$ cat config.mk
export PLATFORM = sky130hd
export DESIGN_NAME = opf_operand_fetch
export DESIGN_NICKNAME = d
export VERILOG_FILES = /design/src/rtl/opf_pkg.sv /design/src/rtl/opf_decode.sv /design/src/rtl/opf_lane.sv /design/src/rtl/opf_operand_fetch.sv
export SDC_FILE = /design/constraint.sdc
export NUM_CORES = 1
export LEC_CHECK = 0
export BUFFER_PORTS_ARGS = -buffer_cell sky130_fd_sc_hd__buf_2
export CAP_MARGIN = 20
export CORE_AREA = 2 2 504 506
export DETAILED_ROUTE_END_ITERATION = 16
export DIE_AREA = 0 0 506 508
export PLACE_DENSITY_LB_ADDON = 0.15
export SYNTH_ARGS = -nofsm -noshare
export SYNTH_HDL_FRONTEND = slang
export SYNTH_HIERARCHICAL = 1
export SYNTH_SLANG_ARGS = --single-unit
$ cat constraint.sdc
create_clock -name clk -period 3.5 [get_ports clk]
set_input_delay 0.525 -clock clk [delete_from_list [all_inputs] [get_ports clk]]
set_output_delay 0.525 -clock clk [all_outputs]
set_load 0.02 [all_outputs]
$ cat src/rtl/opf_pkg.sv
package opf_pkg;
  localparam int COMP_W = 32;
  localparam int NCOMP  = 4;
  localparam int VEC_W  = COMP_W * NCOMP;
  localparam int NSRC   = 3;
  localparam int REG_W  = 4;
  localparam int CODE_W = 2;
  localparam int SWZ_W  = CODE_W * NCOMP;

  typedef logic [VEC_W-1:0] vec_t;

  typedef enum logic [1:0] {
    SEL_ZERO  = 2'd0,
    SEL_TMP   = 2'd1,
    SEL_IN    = 2'd2,
    SEL_CONST = 2'd3
  } src_sel_e;

  typedef struct packed {
    src_sel_e           sel;
    logic [REG_W-1:0]   rg;
    logic               neg;
    logic [SWZ_W-1:0]   swz;
  } src_fld_t;

  // Result component k takes the source component named by code k
  // (code for X in the top bits); the sign bit flips after the pick.
  function automatic vec_t shuffle_sign(vec_t v, logic [SWZ_W-1:0] swz, logic neg);
    vec_t r;
    logic [CODE_W-1:0] code;
    for (int k = 0; k < NCOMP; k++) begin
      code = swz[SWZ_W-1-CODE_W*k -: CODE_W];
      r[k*COMP_W +: COMP_W] = v[int'(code)*COMP_W +: COMP_W]
                              ^ {neg, {(COMP_W-1){1'b0}}};
    end
    return r;
  endfunction
endpackage

$ cat src/rtl/opf_decode.sv
module opf_decode
  import opf_pkg::*;
#(
  parameter int CIDX_W      = 8,
  parameter int IIDX_W      = 4,
  parameter int A0_W        = 10,
  parameter int CONST_DEPTH = 192
) (
  input  logic [31:0]       w1,
  input  logic [31:0]       w2,
  input  logic [31:0]       w3,
  input  logic [A0_W-1:0]   a0,
  output src_fld_t          flds [NSRC],
  output logic [IIDX_W-1:0] in_idx,
  output logic [CIDX_W-1:0] const_addr,
  output logic              const_oor
);
  localparam int EFF_W = ((CIDX_W + 1 > A0_W) ? CIDX_W + 1 : A0_W) + 1;
  localparam logic [EFF_W-1:0] DEPTH_E = EFF_W'(CONST_DEPTH);

  logic [CIDX_W-1:0] cidx;
  logic              rel;
  logic [EFF_W-1:0]  a0_ext;
  logic [EFF_W-1:0]  eff;
  logic              unused_bits;

  assign cidx   = w1[13 +: CIDX_W];
  assign in_idx = w1[9 +: IIDX_W];
  assign rel    = w3[1];
  assign unused_bits = ^{w1[31:21], w3[27:2], w3[0]};

  assign flds[0] = '{sel: src_sel_e'(w2[27:26]), rg: w2[31:28],
                     neg: w1[8],  swz: w1[7:0]};
  assign flds[1] = '{sel: src_sel_e'(w2[12:11]), rg: w2[16:13],
                     neg: w2[25], swz: w2[24:17]};
  assign flds[2] = '{sel: src_sel_e'(w3[29:28]), rg: {w2[1:0], w3[31:30]},
                     neg: w2[10], swz: w2[9:2]};

  // Signed sum; a negative result compares as a huge unsigned value,
  // so one comparison covers both ends of the range.
  assign a0_ext     = {{(EFF_W-A0_W){a0[A0_W-1]}}, a0};
  assign eff        = {{(EFF_W-CIDX_W){1'b0}}, cidx} + (rel ? a0_ext : '0);
  assign const_oor  = (eff >= DEPTH_E);
  assign const_addr = const_oor ? '0 : eff[CIDX_W-1:0];
endmodule

$ cat src/rtl/opf_lane.sv
module opf_lane
  import opf_pkg::*;
#(
  parameter int POS_TMP = 12
) (
  input  logic     clk,
  input  logic     rst_n,
  input  logic     cap,
  input  src_fld_t fld,
  input  vec_t     tmp_data,
  input  vec_t     in_data,
  input  vec_t     const_data,
  input  vec_t     pos_q,
  input  logic     oor_q,
  input  logic     out_valid,
  output vec_t     opnd
);
  src_fld_t fld_q;
  vec_t     picked;
  logic     tmp_is_pos;
  logic     tmp_is_void;

  always_ff @(posedge clk or negedge rst_n) begin
    if (!rst_n)   fld_q <= '0;
    else if (cap) fld_q <= fld;
  end

  assign tmp_is_pos  = (fld_q.rg == REG_W'(POS_TMP));
  assign tmp_is_void = (fld_q.rg >  REG_W'(POS_TMP));

  always_comb begin
    unique case (fld_q.sel)
      SEL_TMP:   picked = tmp_is_pos ? pos_q : (tmp_is_void ? '0 : tmp_data);
      SEL_IN:    picked = in_data;
      SEL_CONST: picked = oor_q ? '0 : const_data;
      default:   picked = '0;
    endcase
  end

  assign opnd = (fld_q.sel == SEL_ZERO) ? '0
              : shuffle_sign(picked, fld_q.swz, fld_q.neg);

  // selector 0 gives zero regardless of negate
  a_r3_zero_select: assert property (@(posedge clk) disable iff (!rst_n)
    (out_valid && fld_q.sel == SEL_ZERO) |-> (opnd == '0));

  // temporaries above the position alias read as zero
  a_r6_void_tmp_zero: assert property (@(posedge clk) disable iff (!rst_n)
    (out_valid && fld_q.sel == SEL_TMP && tmp_is_void && !fld_q.neg) |-> (opnd == '0));

  // an out-of-range constant reads as zero
  a_r8_oor_const_zero: assert property (@(posedge clk) disable iff (!rst_n)
    (out_valid && fld_q.sel == SEL_CONST && oor_q && !fld_q.neg) |-> (opnd == '0));
endmodule

$ cat src/rtl/opf_operand_fetch.sv
module opf_operand_fetch
  import opf_pkg::*;
#(
  parameter int CIDX_W      = 8,
  parameter int IIDX_W      = 4,
  parameter int A0_W        = 10,
  parameter int CONST_DEPTH = 192,
  parameter int POS_TMP     = 12
) (
  input  logic                   clk,
  input  logic                   rst_n,
  input  logic                   in_valid,
  input  logic [31:0]            instr_w1,
  input  logic [31:0]            instr_w2,
  input  logic [31:0]            instr_w3,
  input  logic [A0_W-1:0]        addr_reg_x,
  input  logic [VEC_W-1:0]       pos_vec,
  output logic [NSRC*REG_W-1:0]  tmp_rd_addr,
  input  logic [NSRC*VEC_W-1:0]  tmp_rd_data,
  output logic [IIDX_W-1:0]      in_rd_addr,
  input  logic [VEC_W-1:0]       in_rd_data,
  output logic [CIDX_W-1:0]      const_rd_addr,
  input  logic [VEC_W-1:0]       const_rd_data,
  output logic                   out_valid,
  output logic [VEC_W-1:0]       opnd_a,
  output logic [VEC_W-1:0]       opnd_b,
  output logic [VEC_W-1:0]       opnd_c,
  output logic                   const_range_err
);
  src_fld_t flds [NSRC];
  logic     const_oor;
  logic     valid_q;
  logic     oor_q;
  logic     err_q;
  vec_t     pos_q;
  vec_t     opnd_arr [NSRC];

  opf_decode #(
    .CIDX_W(CIDX_W), .IIDX_W(IIDX_W), .A0_W(A0_W), .CONST_DEPTH(CONST_DEPTH)
  ) u_dec (
    .w1(instr_w1), .w2(instr_w2), .w3(instr_w3), .a0(addr_reg_x),
    .flds(flds), .in_idx(in_rd_addr), .const_addr(const_rd_addr),
    .const_oor(const_oor)
  );

  always_ff @(posedge clk or negedge rst_n) begin
    if (!rst_n) begin
      valid_q <= 1'b0;
      oor_q   <= 1'b0;
      err_q   <= 1'b0;
      pos_q   <= '0;
    end else begin
      valid_q <= in_valid;
      if (in_valid) begin
        oor_q <= const_oor;
        pos_q <= pos_vec;
        err_q <= err_q | const_oor;
      end
    end
  end

  for (genvar s = 0; s < NSRC; s++) begin : g_lane
    assign tmp_rd_addr[s*REG_W +: REG_W] = flds[s].rg;
    opf_lane #(.POS_TMP(POS_TMP)) u_lane (
      .clk(clk), .rst_n(rst_n), .cap(in_valid), .fld(flds[s]),
      .tmp_data(tmp_rd_data[s*VEC_W +: VEC_W]), .in_data(in_rd_data),
      .const_data(const_rd_data), .pos_q(pos_q), .oor_q(oor_q),
      .out_valid(valid_q), .opnd(opnd_arr[s])
    );
  end

  assign out_valid       = valid_q;
  assign opnd_a          = opnd_arr[0];
  assign opnd_b          = opnd_arr[1];
  assign opnd_c          = opnd_arr[2];
  assign const_range_err = err_q;

  // operands valid exactly one cycle after the instruction
  a_r1_valid_follows: assert property (@(posedge clk) disable iff (!rst_n)
    out_valid == $past(in_valid));

  // the range flag never clears without reset
  a_r9_err_sticky: assert property (@(posedge clk) disable iff (!rst_n)
    const_range_err |=> const_range_err);

  // the flag only rises after an accepted instruction
  a_r8_err_cause: assert property (@(posedge clk) disable iff (!rst_n)
    $rose(const_range_err) |-> ($past(in_valid) && out_valid));
endmodule

Yosys cells after proc, flatten, opt, wreduce, memory -nomap -nowiden. Cells that the tools add are included.

Register bits after elaboration: 176. Input port bits: 877.

Add/subtract/negate cells: 1. Magnitude comparators: 4. Equality and inequality tests: 12. Shifts and indexed selects: 12. Mux-type cells: 15. Bitwise operators: 13. Reductions and logical operators: 3.

Operators by type and width (count): $shiftx A128 B8 Y32 (12); $mux W128 (10); $pmux W128 S3 (3); $xor A32 B32 Y32 (12); $eq A2 B2 Y1 const B (6); $eq A4 B4 Y1 const B (3); $gt A4 B4 Y1 const B (3); $add A8 B11 Y11 (1); $ge A11 B8 Y1 const B (1); $mux W11 (1); $mux W8 (1); $eq A2 B1 Y1 const B (3); $logic_not A2 Y1 (3); $or A1 B1 Y1 (1).

Longest topological paths before layout. Gate-level depths: netlist of the first run.

Word-level depth: 7. Mapped depth: 10.

Hierarchy. The synthesis of the first run kept the hierarchy.

By module, submodules not included: opf_lane (instances 3, cells each 1021, area an instance 7618.6 um2, sequential area each 375.4 um2); opf_operand_fetch (instances 1, cells each 275, area an instance 4873.4 um2, sequential area each 3278.1 um2); opf_decode (instances 1, cells each 113, area an instance 893.4 um2, sequential area each 0.0 um2).

Worst setup path before layout of the first run. No wires, ideal clock.

Path kind: in2out. Start: input addr_reg_x[0]. End: output const_rd_addr[0]. Arrival: 2602 ps. Data required time: 2975 ps. Setup slack: 373 ps. Stages: 9. Buffers on the path: 0. Path through: and2_1 ha_1 fa_1 a21oi_1 o211ai_1 a21oi_1 xor2_1 nor2_2 nor3b_1.

Longest elaborated chain between the ends: 4.

RTL lines: start, declared (line opf_operand_fetch.sv:16) `input logic [A0_W-1:0] addr_reg_x,`; $mux W11 * (line opf_decode.sv:42) `assign eff = {{(EFF_W-CIDX_W){1'b0}}, cidx} + (rel ? a0_ext : '0);`; $add A8 B11 Y11 * (line opf_decode.sv:42); $ge A11 B8 Y1 (line opf_decode.sv:43) `assign const_oor = (eff >= DEPTH_E);`; $mux W8 * (line opf_decode.sv:44) `assign const_addr = const_oor ? '0 : eff[CIDX_W-1:0];`; end, declared (line opf_operand_fetch.sv:22) `output logic [CIDX_W-1:0] const_rd_addr,`.

Mark *: on every way between the ends. The rest lies on a longest branch, timed or not.

Worst setup path after layout of the first run.
Start: register g_lane[2].u_lane/fld_q[9] (netlist bit). End: output opnd_c[89].

Longest elaborated chain between the ends: 7. Elaborated cells on any way between the ends: 8. Classes of those cells: order compare: 1; eq/ne: 1; shift: 1; mux: 4; bitwise: 1.

RTL lines: start, declared (line opf_lane.sv:18) `src_fld_t fld_q;`; start signal, assigned (line opf_lane.sv:25) `else if (cap) fld_q <= fld;`; $gt A4 B4 Y1 (line opf_lane.sv:29) `assign tmp_is_void = (fld_q.rg > REG_W'(POS_TMP));`; $mux W128 (line opf_lane.sv:33) `SEL_TMP: picked = tmp_is_pos ? pos_q : (tmp_is_void ? '0 : tmp_data);`; $mux W128 * (line opf_lane.sv:33); $pmux W128 S3 * (line opf_lane.sv:32) `unique case (fld_q.sel)`; $shiftx A128 B8 Y32 * (line opf_pkg.sv:33) `r[k*COMP_W +: COMP_W] = v[int'(code)*COMP_W +: COMP_W]`; $xor A32 B32 Y32 * (line opf_pkg.sv:34) `^ {neg, {(COMP_W-1){1'b0}}};`; $mux W128 * (line opf_lane.sv:40) `assign opnd = (fld_q.sel == SEL_ZERO) ? '0`; end, declared (line opf_operand_fetch.sv:27) `output logic [VEC_W-1:0] opnd_c,`.

Marked as above.

==> flow_summary_export.csv, run 1 <==
group,metric,value,unit
timing,tns,-7.10,ns
logic_synthesis,syn_area,28600,um2
drt,wirelength,374,mm
power,p_leak,0.0195,uW
placed_design,globalplace.congestion,0.903,
final_layout,fin_area,51200,um2
min_path,hold_depth,2,
logic_synthesis,netlist_top_cells_area,"dfrtp_1 15%, mux4_2 14%, a22oi_1 13%, a211oi_1 6.6%, mux2_2 6.5%",
die,start_util,0.113,
final_layout,drive_above_1_share,0.635,
die,die_h,508,um
power,powerDensity,404,nW/um2
worst_setup_path,max_stage_delay,0.40,ns
logic_synthesis,synth_xor_area_frac,0.00210,
worst_setup_path,r2r_setup_slack,1.86,ns
min_path,hold_class,"input pin to register",
worst_setup_path,cp_cell_sequence,"and4bb_4 > buf_12 > buf_12 > buf_16 > buf_12 > buf_16 > a22oi_2 > o22ai_4 > buf_12 > nor2_4 > nor3_4 > buf_6",
global_routing,antenna_found_initial,354,
min_path,min_from,"pos_vec[19]",
global_routing,grt_pass1_vias,41100,
worst_setup_path,r2r_start,"g_lane[1].u_lane/fld_q[1]$_DFFE_PN0P_",
logic_synthesis,muxShareOfSynthArea,0.208,
worst_setup_path,rr_worst_depth,3,
timing,post-route-min-period,3.62,ns
logic_synthesis,syn_nets,4337,
timing,clock_skew,0,ns
final_layout,mostFrequentLayoutCells,"997 x buf_2, 491 x buf_4, 327 x a22oi_1, 206 x buf_6, 194 x a211oi_1",
logic_synthesis,yosysUniqueCellTypes,67,
worst_setup_path,reg2reg_to,"g_lane[1].u_lane/fld_q[1]$_DFFE_PN0P_",
logic_synthesis,async_flop_share,1.00,
logic_synthesis,synthSimpleGateAreaFrac,0.120,
die,num_io_pins,1287,
logic_synthesis,synth_top_area_share,0.154,
power,internal_power,9160,uW
final_layout,utilization,0.203,
timing,whs,0.129,ns
global_routing,grt_pass1_wl,465,mm
clocking,cts_tree,"yes",
final_layout,final_nets,5763,
worst_setup_path,path_common_cell,"buf_12",
drt,drcViolationCount,0,
clocking,cts.path.max_buffers,2,
global_routing,grt_start_max_net_pins,65,
timing,hold_viol_final,0,
logic_synthesis,seq_area_frac_synth,0.154,
worst_setup_path,crit_buf_inv,7,
die,chipWidth,506,um
timing,period_share,1.03,
final_layout,num-fill-cells,28400,
logic_synthesis,synth_seq_cells,176,
timing,setup_viol,156,
die,core,252000,um2
die,die_area,257000,um2
logic_synthesis,synth_edf_count,0,
clocking,cts_root_buf,"clkbuf_16",
power,power.share.clock,0.112,
power,peakVddDrop,0.481,mV
min_path,hold_end,"pos_q[19]$_DFFE_PN0P_",
global_routing,grt.overflow.total,0,
timing,rsz0062_at_grt,"true",
drt,drt_iter0_markers,5297,
outcome,outcome,"finished, violations left",
placed_design,dpl.hpwl,288,mm
outcome,violations,"negative setup slack",
logic_synthesis,synth-main-ff-cell,"dfrtp_1",
worst_setup_path,crit_fanout,6,
drt,detail_route.vias_per_cell,5.23,
drt,vias,43800,
logic_synthesis,synth_cells,3451,
clocking,h-tree-depth,4,
drt,ant_nets,0,
timing,slew_headroom,0.250,
worst_setup_path,endpoint_kind,"output port",
timing,worst_pin_slew,1.12,ns
placed_design,numPortBuffers,1240,
worst_setup_path,crit_type,"register to output port",
job,max_cap_viol_count,0,
global_routing,grt_usage,0.276,
worst_setup_path,critPathArrivalTime,3.09,ns
final_layout,area_delta_synth_final,78.7,%
die,fp-row-count,185,
worst_setup_path,startpoint_type,"register",
drt,wl_per_cell,44.7,um
timing,fmax,0.276,GHz
logic_synthesis,synth_top_family_by_area,"compound AO/OA/AOI/OAI gates",
clocking,clk_latency,0.59,ns
power,comb_power_share,0.751,
worst_setup_path,required,2.97,ns
power,p_sw_frac,0.557,
timing,fin_ws,-0.119,ns
drt,dr.pass1.iters,6,
worst_setup_path,critPathSlowestCell,"dfrtp_1",
clocking,clk_pin_slew,0.12,ns
logic_synthesis,synth_warnings,6,
logic_synthesis,syn_area_per_cell,8.29,um2
placed_design,place_area,40800,um2
power,seqPwrFrac,0.137,
timing,drv_slew,0,
logic_synthesis,synth_top_area_cell,"dfrtp_1",
worst_setup_path,cp_top_family,"buffers and inverters",
final_layout,layout_commonest_cell,"buf_2",
clocking,cts.sinks,176,
logic_synthesis,synthAdderAreaFrac,0.00420,
power,p_sw,11500,uW
clocking,cts_buffers,17,
logic_synthesis,synth_compound_area_frac,0.420,
[worst reg2reg max path, stage by stage, from the launching register on]
cell     delay [ns]
dfrtp_1        0.54
inv_2          0.12
buf_4          0.51
o21ai_0        0.29
[synth_stat cells (30+ instances only)]
cell type / count
a21oi_1: 146
nor3_1: 234
mux4_2: 174
buf_4: 77
clkbuf_1: 192
nor2b_1: 30
nand2_1: 103
o21ai_1: 165
mux2_2: 165
buf_6: 37
a22o_1: 48
o21ai_0: 38
buf_1: 36
a22oi_1: 483
dfrtp_1: 176
a221oi_1: 114
nand2b_1: 34
a211oi_1: 252
o22ai_1: 234
buf_2: 135
nor2_1: 228
[kinds of logic (layout without fill, tap and decap cells)]
family / after synthesis / count (layout)
compound gates: 1675 / 1675
simple gates: 722 / 724
buf+inv: 506 / 1943
mux: 357 / 357
flops: 176 / 176
fa+ha+maj: 9 / 9
xor+xnor: 6 / 6
other cells: 0 / 117
[layout make-up]
class                           instances  area (um2)  share of cell area
Multi-Input combinational cell       2771       26400               0.517
Timing Repair Buffer                 1882       15100               0.295
Sequential cell                       176        4460              0.0872
Tap cell                             3366        4210              0.0823
Clock buffer                           18         429             0.00839
Antenna cell                          117         293             0.00572
Inverter                               29         131             0.00257
Clock inverter                         14         119             0.00232
[routing by layer]
metal,wire length [um],GRT usage,share of wire,up-vias
li1,-,-,-,17200
met1,157000,0.360,0.42,22400
met2,150000,0.385,0.40,3046
met3,46500,0.128,0.12,839
met4,18000,0.115,0.048,256
met5,1630,0,0.0044,-
[power by group through the flow]
stage          clock network (uW)  logic, uW  registers [uW]
6_report                     2320      15500            2820
5_1_grt                      2480      15900            2840
4_1_cts                      2450      14400            2800
3_5_place_dp                    0      12400            2810
3_3_place_gp                    0      12400            2810
2_1_floorplan                   0       6170            2440
[how the worst max path moves through the flow]
| stage | from | end | slack [ns] | cells after the start |
|---|---|---|---|---|
| global placement | g_lane[1].u_lane/fld_q[13]$_DFFE_PN0P_ | opnd_b[1] | -0.0003 | 11 |
| CTS | g_lane[2].u_lane/fld_q[12]$_DFFE_PN0P_ | opnd_c[49] | -0.19 | 9 |
| floorplan | addr_reg_x[0] | const_rd_addr[0] | 0.37 | 9 |
| finish | g_lane[2].u_lane/fld_q[9]$_DFFE_PN0P_ | opnd_c[89] | -0.12 | 12 |
| detailed placement | g_lane[2].u_lane/fld_q[10]$_DFFE_PN0P_ | opnd_c[113] | -0.05 | 7 |
| global route | g_lane[2].u_lane/fld_q[9]$_DFFE_PN0P_ | opnd_c[89] | -0.20 | 12 |
[metrics by stage]
stage	setup WS [ns]	total power, uW	cells
3_5_place_dp	-0.0529	15200	8018
6_report	-0.119	20700	8373
4_1_cts	-0.189	19700	8198
5_1_grt	-0.202	21300	8315
3_3_place_gp	-0.000288	15200	8018
2_1_floorplan	0.373	8600	3451
[sequential cells by signal, indices dropped and copies added (netlist names)]
| signal | cells |
|---|---|
| g_lane.u_lane/fld_q | 45 |
| const_range_err | 1 |
| out_valid | 1 |
| oor_q | 1 |
| pos_q | 128 |
[timing repair]
item                                   in CTS  in global routing
hold buffers                                1                  0
setup buffers                             109                 71
gates resized for setup                   983                511
endpoints found under the hold margin      51                  0
cloned                                     43                 10
pin swaps                                 214                205
setup endpoints to repair                 380                358
Power figures use the tool's default switching activity.
==> run 2, diff against run 1 <==
--- a/config.mk
+++ b/config.mk
@@ -11,4 +11,5 @@
 export DETAILED_ROUTE_END_ITERATION = 16
 export DIE_AREA = 0 0 506 508
+export GPL_TIMING_DRIVEN = 0
 export PLACE_DENSITY_LB_ADDON = 0.15
 export SYNTH_ARGS = -nofsm -noshare
==> constraint.sdc (replaced) <==
create_clock -name clk -period 3.5 [get_ports clk]
set_input_delay 0 -clock clk [delete_from_list [all_inputs] [get_ports clk]]
set_output_delay 0 -clock clk [all_outputs]
set_load 0.02 [all_outputs]
==> flow_summary_export.csv, run 2 (synthesis gave the netlist of run 1 again) <==
group,metric,value,unit
worst_setup_path,required,3.50,ns
min_path,hold_class,"input pin to register",
timing,fin_ws,-0.0706,ns
clocking,clk_pin_slew,0.11,ns
timing,fmax,0.280,GHz
final_layout,regMostFlops,"pos_q",
power,powerDensity,433,nW/um2
timing,worst_pin_slew,1.10,ns
global_routing,busiest_layer,"met2",
global_routing,gr-usage-met2,0.438,
clocking,cts_root_buf,"clkbuf_16",
global_routing,grt_pass1_vias,41400,
final_layout,final_nets,5756,
timing,hold_viol_final,0,
timing,drv_slew,0,
placed_design,place_area,39200,um2
global_routing,grt_start_max_net_pins,74,
final_layout,largest_register_ffs,128,
timing,post-route-min-period,3.57,ns
outcome,outcome,"finished, violations left",
job,max_cap_viol_count,0,
worst_setup_path,crit_fanout,10,
worst_setup_path,path_common_cell,"buf_6",
final_layout,mostFrequentLayoutCells,"1290 x buf_2, 470 x a22oi_1, 248 x a211oi_1, 197 x nor2_1, 189 x o22ai_1",
final_layout,reg_top3,"pos_q (128), g_lane.u_lane/fld_q (45)",
timing,rsz0062_at_grt,"true",
power,p_leak,0.0172,uW
placed_design,place_inst,8032,
worst_setup_path,critPathSlowestCell,"a211oi_4",
placed_design,dpl.hpwl,348,mm
drt,drt_iter0_markers,6118,
die,die_area,257000,um2
die,num_io_pins,1287,
global_routing,met1_usage,0.404,
global_routing,grt_usage,0.306,
die,core,252000,um2
power,peakVddDrop,0.500,mV
final_layout,instances_no_fill,8373,
placed_design,globalplace.congestion,0.974,
clocking,clk_latency,0.58,ns
global_routing,grt_pass1_wl,504,mm
drt,wl_per_cell,49.2,um
global_routing,antenna_found_initial,336,
drt,ant_nets,0,
clocking,cts.sinks,176,
final_layout,drive_above_1_share,0.474,
clocking,cts.path.max_buffers,2,
final_layout,area_delta_synth_final,55.1,%
final_layout,fin_area,44400,um2
placed_design,numPortBuffers,1199,
die,die_h,508,um
final_layout,layout_commonest_cell,"buf_2",
timing,slew_headroom,0.266,
drt,drcViolationCount,0,
power,p_total,19200,uW
timing,period_share,1.02,
clocking,cts_buffers,17,
clocking,cts_tree,"yes",
outcome,violations,"negative setup slack",
worst_setup_path,crit_type,"register to output port",
die,chipWidth,506,um
global_routing,grt.overflow.total,0,
drt,dr.pass1.iters,6,
clocking,h-tree-depth,4,
die,fp-row-count,185,
drt,vias,44300,
worst_setup_path,max_stage_delay,0.49,ns
timing,clock_skew,0,ns
worst_setup_path,startpoint_type,"register",
die,start_util,0.113,
timing,setup_viol,29,
drt,detail_route.vias_per_cell,5.29,
worst_setup_path,endpoint_kind,"output port",
worst_setup_path,cp_cell_sequence,"and4bb_4 > buf_6 > buf_6 > a22oi_1 > o21ai_4 > mux2i_1 > a211oi_4 > buf_2",
drt,wirelength,412,mm
worst_setup_path,critPathArrivalTime,3.57,ns
global_routing,met3_usage,0.114,
run 2: cell count changes in the layout (fill, tap and decap cells not counted), moves of 143 or more:
cell	previous run	this run
dlygate4sd3_1	1	176
a22oi_2	156	13
buf_2	997	1290
buf_6	206	50
buf_4	491	131
a22oi_1	327	470
run 2: area by class of cell:
| class | count | area, um2 |
|---|---|---|
| Antenna cell | 124 | 310 |
| Tap cell | 3366 | 4210 |
| Fill cell | 28900 | 208000 |
| Clock buffer | 19 | 453 |
| Clock inverter | 13 | 173 |
| Buffer | 473 | 2980 |
| Multi-Input combinational cell | 2769 | 23500 |
| Timing Repair Buffer | 1404 | 8280 |
| Sequential cell | 176 | 4410 |
| Inverter | 29 | 111 |
run 2: what timing repair did:
| action | 4_1_cts | 5_1_grt |
|---|---|---|
| pin swaps | 28 | 18 |
| resized for setup | 520 | 112 |
| hold endpoints to repair | 350 | 0 |
| hold buffers | 177 | 0 |
| setup buffers | 8 | 4 |
| endpoints found under the setup margin | 374 | 145 |
run 2: per-layer routing:
metal | routed length (um) | vias up
li1 | - | 17200
met3 | 44200 | 763
met1 | 177000 | 22900
met2 | 168000 | 3352
met4 | 21000 | 158
met5 | 1010 | -
run 2: report_power, final:
group          leakage, uW  switching (uW)  internal (uW)  total [uW]
Combinational       0.0148            9770           4200       14000
Sequential         0.00206             482           2230        2710
Clock             0.000300            1360           1180        2540
run 2: final timing paths:
path / startpoint / endpoint / slack (ns) / cells past startpoint
worst max-delay path: g_lane[0].u_lane/fld_q[10]$_DFFE_PN0P_ / opnd_a[90] / -0.07 / 8
worst min-delay path: pos_vec[25] / pos_q[25]$_DFFE_PN0P_ / 0.17 / 3
worst max register to register: g_lane[2].u_lane/fld_q[5]$_DFFE_PN0P_ / g_lane[2].u_lane/fld_q[5]$_DFFE_PN0P_ / 1.03 / 4
worst min register to register: const_range_err$_DFFE_PN0P_ / const_range_err$_DFFE_PN0P_ / 0.47 / 1
max in group asynchronous: rst_n / g_lane[2].u_lane/fld_q[12]$_DFFE_PN0P_ / 2.33 / 4
min in group asynchronous: rst_n / pos_q[51]$_DFFE_PN0P_ / 0.53 / 4
run 2: metrics by stage:
step	setup WS [ns]	utilization	setup TNS (ns)	hold slack (ns)
floorplan	1.37	-	0	-0.296
global placement	-2.49	0.154	-484.78	0.221
detailed placement	-1.02	0.155	-39.60	-0.0686
CTS	-0.0646	0.173	-0.361	0.119
global route	-0.0307	0.175	-0.0570	0.153
finish	-0.0706	0.176	-0.686	0.170
run 2: critical path: cells and delay by family (launching register included):
family,cells,cell delay (ns)
buffers and inverters,3,0.77
muxes,1,0.22
AOI/OAI and AO/OA,3,1.06
and+or+nand+nor,1,0.45
DFF,1,0.41
